===== src/rtl/trig_gen_pkg.sv =====
package trig_gen_pkg;

  typedef enum logic [2:0] {
    MODE_OR    = 3'd0,
    MODE_PLANE = 3'd1,
    MODE_PAIR  = 3'd2,
    MODE_MAJ   = 3'd3,
    MODE_EXT0  = 3'd4,
    MODE_EXT1  = 3'd5,
    MODE_TICK  = 3'd6,
    MODE_OFF   = 3'd7
  } trig_mode_e;

  typedef struct packed {
    logic accept;
    logic reject;
  } trig_strobe_t;

endpackage


===== src/rtl/trig_datapath.sv =====
module trig_datapath
  import trig_gen_pkg::*;
#(
  parameter int NUM_CH     = 64,
  parameter int GRP        = 8,
  parameter int ID_W       = 32,
  parameter int TS_W       = 56,
  parameter int OVR_W      = 16,
  parameter int PER_W      = 33,
  parameter int MIN_PERIOD = 4,
  parameter int TS_NUM     = 5,
  parameter int TS_DEN     = 16,
  localparam int CNT_W     = $clog2(NUM_CH + 1)
) (
  input  logic              clk,
  input  logic              rstN,
  input  logic [NUM_CH-1:0] chanHit,
  input  logic              extTrig0,
  input  logic              extTrig1,
  input  trig_mode_e        mode,
  input  logic [CNT_W-1:0]  majThresh,
  input  logic [PER_W-1:0]  tickPeriod,
  input  trig_strobe_t      strobe,
  output logic              cond,
  output logic              trigPulse,
  output logic [ID_W-1:0]   trigId,
  output logic [TS_W-1:0]   trigStamp,
  output logic [OVR_W-1:0]  overrunCnt
);

  localparam int NUM_GRP = NUM_CH / GRP;
  localparam int HALF    = NUM_CH / 2;
  localparam int GRP_CW  = $clog2(GRP + 1);
  localparam int ACC_W   = $clog2(TS_DEN) + 1;

  // periodic tick source
  logic [PER_W-1:0] tickCnt, perEff;
  logic             tick;
  assign perEff = (tickPeriod < PER_W'(MIN_PERIOD)) ? PER_W'(MIN_PERIOD) : tickPeriod;

  always_ff @(posedge clk) begin
    if (!rstN || mode != MODE_TICK) begin
      tickCnt <= '0;
      tick    <= 1'b0;
    end else if (tickCnt >= perEff - PER_W'(1)) begin
      tickCnt <= '0;
      tick    <= 1'b1;
    end else begin
      tickCnt <= tickCnt + PER_W'(1);
      tick    <= 1'b0;
    end
  end

  // simple combinational sources, delayed to match the adder tree
  logic [HALF-1:0] pairAnd;
  for (genvar p = 0; p < HALF; p++) begin : g_pair
    assign pairAnd[p] = chanHit[2*p] & chanHit[2*p+1];
  end

  logic fastSel, fastA, fastB;
  always_comb begin
    case (mode)
      MODE_OR:    fastSel = |chanHit;
      MODE_PLANE: fastSel = (|chanHit[HALF-1:0]) & (|chanHit[NUM_CH-1:HALF]);
      MODE_PAIR:  fastSel = |pairAnd;
      MODE_EXT0:  fastSel = extTrig0;
      MODE_EXT1:  fastSel = extTrig1;
      MODE_TICK:  fastSel = tick;
      default:    fastSel = 1'b0;
    endcase
  end

  // majority: stage 1 group popcounts, stage 2 total, stage 3 compare
  logic [GRP_CW-1:0] grpSum [NUM_GRP];
  logic [GRP_CW-1:0] grpCnt [NUM_GRP];
  for (genvar g = 0; g < NUM_GRP; g++) begin : g_grp
    always_comb begin
      grpSum[g] = '0;
      for (int b = 0; b < GRP; b++) grpSum[g] = grpSum[g] + GRP_CW'(chanHit[g*GRP+b]);
    end
    always_ff @(posedge clk) begin
      if (!rstN) grpCnt[g] <= '0;
      else       grpCnt[g] <= grpSum[g];
    end
  end

  logic [CNT_W-1:0] totalSum, totalQ;
  always_comb begin
    totalSum = '0;
    for (int g = 0; g < NUM_GRP; g++) totalSum = totalSum + CNT_W'(grpCnt[g]);
  end

  always_ff @(posedge clk) begin
    if (!rstN) begin
      fastA  <= 1'b0;
      fastB  <= 1'b0;
      totalQ <= '0;
      cond   <= 1'b0;
    end else begin
      fastA  <= fastSel;
      fastB  <= fastA;
      totalQ <= totalSum;
      if (mode == MODE_MAJ) cond <= (majThresh != '0) && (totalQ >= majThresh);
      else                  cond <= fastB;
    end
  end

  // timestamp: fractional step of TS_NUM/TS_DEN per clock
  logic [ACC_W-1:0] phaseAcc, phaseSum;
  logic [TS_W-1:0]  tsCnt;
  assign phaseSum = phaseAcc + ACC_W'(TS_NUM);

  always_ff @(posedge clk) begin
    if (!rstN) begin
      phaseAcc <= '0;
      tsCnt    <= '0;
    end else if (phaseSum >= ACC_W'(TS_DEN)) begin
      phaseAcc <= phaseSum - ACC_W'(TS_DEN);
      tsCnt    <= tsCnt + TS_W'(1);
    end else begin
      phaseAcc <= phaseSum;
    end
  end

  // trigger outputs
  logic [ID_W-1:0] idCnt;
  always_ff @(posedge clk) begin
    if (!rstN) begin
      trigPulse  <= 1'b0;
      trigId     <= '0;
      trigStamp  <= '0;
      idCnt      <= '0;
      overrunCnt <= '0;
    end else begin
      trigPulse <= strobe.accept;
      if (strobe.accept) begin
        trigId    <= idCnt;
        idCnt     <= idCnt + ID_W'(1);
        trigStamp <= tsCnt;
      end
      if (strobe.reject && overrunCnt != '1) overrunCnt <= overrunCnt + OVR_W'(1);
    end
  end

endmodule


===== src/rtl/trig_control.sv =====
module trig_control
  import trig_gen_pkg::*;
(
  input  logic         clk,
  input  logic         rstN,
  input  logic         cond,
  input  logic         busy,
  output trig_strobe_t strobe
);

  logic condPrev, condRise;

  always_ff @(posedge clk) begin
    if (!rstN) condPrev <= 1'b0;
    else       condPrev <= cond;
  end

  assign condRise      = cond & ~condPrev;
  assign strobe.accept = condRise & ~busy;
  assign strobe.reject = condRise & busy;

endmodule


===== src/rtl/trig_gen.sv =====
module trig_gen
  import trig_gen_pkg::*;
#(
  parameter int NUM_CH     = 64,
  parameter int GRP        = 8,
  parameter int ID_W       = 32,
  parameter int TS_W       = 56,
  parameter int OVR_W      = 16,
  parameter int PER_W      = 33,
  parameter int MIN_PERIOD = 4,
  parameter int TS_NUM     = 5,
  parameter int TS_DEN     = 16,
  localparam int CNT_W     = $clog2(NUM_CH + 1)
) (
  input  logic              clk,
  input  logic              rstN,
  input  logic [NUM_CH-1:0] chanHit,
  input  logic              extTrig0,
  input  logic              extTrig1,
  input  logic              busy,
  input  logic [2:0]        trigMode,
  input  logic [CNT_W-1:0]  majThresh,
  input  logic [PER_W-1:0]  tickPeriod,
  output logic              trigPulse,
  output logic [ID_W-1:0]   trigId,
  output logic [TS_W-1:0]   trigStamp,
  output logic [OVR_W-1:0]  overrunCnt
);

  trig_strobe_t strobe;
  logic         cond;

  trig_datapath #(
    .NUM_CH(NUM_CH), .GRP(GRP), .ID_W(ID_W), .TS_W(TS_W), .OVR_W(OVR_W),
    .PER_W(PER_W), .MIN_PERIOD(MIN_PERIOD), .TS_NUM(TS_NUM), .TS_DEN(TS_DEN)
  ) u_dp (
    .clk(clk), .rstN(rstN), .chanHit(chanHit), .extTrig0(extTrig0), .extTrig1(extTrig1),
    .mode(trig_mode_e'(trigMode)), .majThresh(majThresh), .tickPeriod(tickPeriod),
    .strobe(strobe), .cond(cond), .trigPulse(trigPulse), .trigId(trigId),
    .trigStamp(trigStamp), .overrunCnt(overrunCnt)
  );

  trig_control u_ctl (
    .clk(clk), .rstN(rstN), .cond(cond), .busy(busy), .strobe(strobe)
  );

endmodule


===== config.mk =====
export PLATFORM = sky130hd
export DESIGN_NAME = trig_gen
export DESIGN_NICKNAME = d
export VERILOG_FILES = /design/src/rtl/trig_gen_pkg.sv /design/src/rtl/trig_datapath.sv /design/src/rtl/trig_control.sv /design/src/rtl/trig_gen.sv
export SDC_FILE = /design/constraint.sdc
export NUM_CORES = 1
export LEC_CHECK = 0
export ABC_AREA = 1
export CAP_MARGIN = 5
export CORE_MARGIN = 1.5
export CORE_UTILIZATION = 45
export DETAILED_ROUTE_END_ITERATION = 6
export DONT_BUFFER_PORTS = 1
export PLACE_DENSITY_LB_ADDON = 0.05
export SETUP_SLACK_MARGIN = 0.05
export SKIP_CTS_REPAIR_TIMING = 1
export SLEW_MARGIN = 20
export SYNTH_ARGS = -nofsm -noshare
export SYNTH_HDL_FRONTEND = slang
export SYNTH_SLANG_ARGS = --single-unit
export TNS_END_PERCENT = 50

===== constraint.sdc =====
create_clock -name clk -period 11.6 [get_ports clk]
set_input_delay 2.32 -clock clk [delete_from_list [all_inputs] [get_ports clk]]
set_output_delay 2.32 -clock clk [all_outputs]
set_load 0.02 [all_outputs]

==> flow_summary.ini <==
[critical_path]
worstSetupStartpointType = input pin
reg2reg_slack_ns = 7.11
slowest_delay_ns = 0.59
crit_chain = inv_1 > nand2_1 > nor2_1 > nand2_1 > nor2_1 > nand2_4 > nand2_1 > ha_1 > inv_1 > nor3_1 > a21boi_0 > nand3_1 > xor2_1 > ha_1 > nand2_1 > nor2_1 > nand2_1 > nor2_1 > nand4_1 > nand3_1 > nor2_1 > nand3_1 > buf_4 > nor2_1
r2r_start = u_dp.grpCnt[0][0]$_SDFF_PN0_
critPathKind = in -> reg
cp.arrival_ns = 6.23
cp_top_family = simple AND/OR/NAND/NOR gates
path_common_cell = nor2_1
critPathCaptureType = flop
reg2reg_to = u_dp.totalQ[5]$_SDFF_PN0_
critPathBufInv = 3
cpMaxStageDelayCell = a21boi_0
cp_max_fo = 33
critical_path_required_ns = 12.04
rr_worst_depth = 15

[die]
ios = 217
core_area_sq_um = 35800
die-area_sq_um = 37800
rows = 69
fp.dieH_um = 194
die_w_um = 194
start_util_pct = 46.0

[layout]
final_net_count = 2575
fillers = 3673
drive_gt1_share_pct = 4.86
final_common_cell = nand2_1
multi_input_area_sq_um = 9290
areaGrowthSynthToFinish_pct = 9.29
seqCellArea_sq_um = 5490
stdcell_area_sq_um = 18000
final_cell_mix = 494 x nand2_1, 382 x inv_1, 279 x nor2_1, 274 x dfxtp_1, 196 x a21oi_1
post-route-util_pct = 50.2

[drt]
num_vias = 14300
first_iter_violations = 725
vias_per_cell = 5.10
detail_route.wirelength_um = 44000
drcViolationCount = 0
antenna_left = 0
dr.pass1.iters = 5
wire_per_inst_um = 15.7

[yosys]
ys_seq_elements = 274
async_flop_share_pct = 0
syn_nets = 2593
synth_top_area_share_pct = 33.3
synth_area_leader_cell = dfxtp_1
synth-simple-area-share_pct = 28.1
synthMuxAreaShare_pct = 0
syn_inst = 2337
synth-xor-area-share_pct = 5.26
synth-edff-count = 0
yosys-top-cells-area = dfxtp_1 33%, nand2_1 11%, inv_1 8.7%
synth_fa_ha_area_share_pct = 13.3
ys_seq_area_share_pct = 33.3
syn_area_per_cell_sq_um = 7.05
synth_compound_area_share_pct = 9.81
yosys_warnings = 0
yosys.cell_types.count = 41
ys.flop_type = dfxtp_1
synth_top_family_by_area = simple AND/OR/NAND/NOR gates
synthesis.area_sq_um = 16500

[clock_network]
ctsRootBufferMaster = clkbuf_16
cts_inserted_buffers = 31
insertion_delay_ns = 0.57
h-tree-depth = 1
cts_tree = built
clk_pin_slew_ns = 0.07
clock_path_buffers = 3
clock_sink_count = 274

[sta]
rsz0062_at_grt = no
slew_violations = 0
fin_crit_sh_pct = 49.9
final-hold-violation-count = 0
setup_viol = 0
worstMarginPinSlew_ns = 0.986
finalCriticalPeriod_ns = 5.79
slew_headroom_pct = 34.3
skew_ns = 0.0211
fin_tns_setup_ns = 0
fmax_mhz = 173

[global_routing]
grt_usage_pct = 23.4
grt_max_degree = 126
first_global_vias = 13900
grt_pass1_wl_um = 72300
antenna_found_initial = 1
overflow = 0

[pwr]
p_int_uw = 1900
power_uw = 2660
irDropWorstVdd_mv = 0.0918
leakagePower_uw = 0.00749
p_clk_share_pct = 41.0
p_sw_uw = 758
power_frac_comb_pct = 21.2
swShare_pct = 28.5
pwr-share-seq_pct = 37.8
pwr_density_cell_nw_per_um2 = 148

[worst_hold_path]
min_path_cells = 2
hold_end = u_dp.fastB$_SDFF_PN0_
min_from = u_dp.fastA$_SDFF_PN0_
holdCritPathClass = reg -> reg

[placement]
place_area_sq_um = 16800
hpwl_um = 34500
io_buffers = 0
gp_congestion = 0.928

[run]
drv_cap = 0

[run_status]
status = finished clean
[logic make-up (layout without fill, tap and decap cells)]
group,Yosys count,count (layout)
buf+inv,443,450
simple gates,1062,1062
compound gates,315,315
fa+ha+maj,144,144
xor+xnor,99,99
other cells,0,1
flops,274,274
[Yosys cell counts, types with 2 or more instances]
library cell / n
and3_1: 3
nand2_2: 9
nand3_2: 2
xnor2_1: 24
inv_1: 383
nor3_1: 81
a21boi_0: 2
buf_1: 2
xor2_1: 75
clkbuf_1: 36
nand3_1: 87
o21a_1: 4
inv_2: 4
nor3b_1: 4
nand2_4: 3
fa_1: 51
o21bai_1: 4
a21oi_1: 196
buf_2: 15
o21ai_0: 105
nand3b_1: 5
nor3_2: 3
nor2_1: 279
nor4_1: 10
ha_1: 93
dfxtp_1: 274
nand4_1: 50
nand2_1: 494
nor2_2: 17
buf_6: 2
nor2_4: 9
and2_1: 2
[state kept, by name (all words and copies together), names as in the netlist]
signal	flops
u_dp.trigStamp	56
u_dp.tsCnt	56
u_dp.tickCnt	33
u_dp.grpCnt	32
u_dp.idCnt	32
u_dp.trigId	32
u_dp.overrunCnt	16
u_dp.totalQ	7
u_dp.phaseAcc	4
u_ctl.condPrev	1
u_dp.cond	1
u_dp.fastA	1
u_dp.fastB	1
u_dp.tick	1
u_dp.trigPulse	1
[power by group through the flow]
stage | combinational (uW) | clock, uW | sequential (uW)
floorplan | 453 | 0 | 1020
global placement | 558 | 0 | 1030
detailed placement | 568 | 0 | 1030
CTS | 569 | 1120 | 1010
global route | 682 | 1150 | 1010
finish | 564 | 1090 | 1010
[how the worst max path moves through the flow]
stage | startpoint | end | depth (start not counted)
floorplan | tickPeriod[5] | u_dp.tickCnt[10]$_SDFF_PP0_ | 24
global placement | tickPeriod[22] | u_dp.tickCnt[24]$_SDFF_PP0_ | 24
detailed placement | tickPeriod[22] | u_dp.tickCnt[9]$_SDFF_PP0_ | 24
CTS | tickPeriod[12] | u_dp.tickCnt[19]$_SDFF_PP0_ | 24
global route | tickPeriod[5] | u_dp.tickCnt[18]$_SDFF_PP0_ | 24
finish | tickPeriod[22] | u_dp.tickCnt[19]$_SDFF_PP0_ | 24
[tightest hold or removal path, cell delays in order, from the launching register on]
cell	delay, ns
dfxtp_1	0.31
nand2_1	0.05
inv_1	0.04
[cell type report]
class                   count  share of cell area (%)
repair buffers              4                   0.167
multi-input cells        1620                    51.6
inverters                 388                    8.12
clock inverters            25                    1.96
diodes                      1                  0.0139
flip-flops and latches    274                    30.5
well taps                 461                    3.20
clock buffers              33                    4.46
[metal layers]
metal	wire (um)	part of all wire, %	GRT usage [%]	up-vias
met3	2460	5.6	3.89	57
met5	0	0	0	-
met4	820	1.9	4.69	0
li1	-	-	-	7364
met1	20500	47	31.5	6543
met2	20200	46	39.6	340
[per-stage QoR]
| stage | setup WS (ns) | hold slack (ns) | std cells |
|---|---|---|---|
| global placement | 5.41 | 0.394 | 2747 |
| floorplan | 6.11 | 0.390 | 2337 |
| detailed placement | 5.27 | 0.405 | 2747 |
| global route | 5.36 | 0.433 | 2805 |
| CTS | 5.87 | 0.423 | 2805 |
| finish | 5.81 | 0.422 | 2806 |
(Power assumes the default switching activity.)
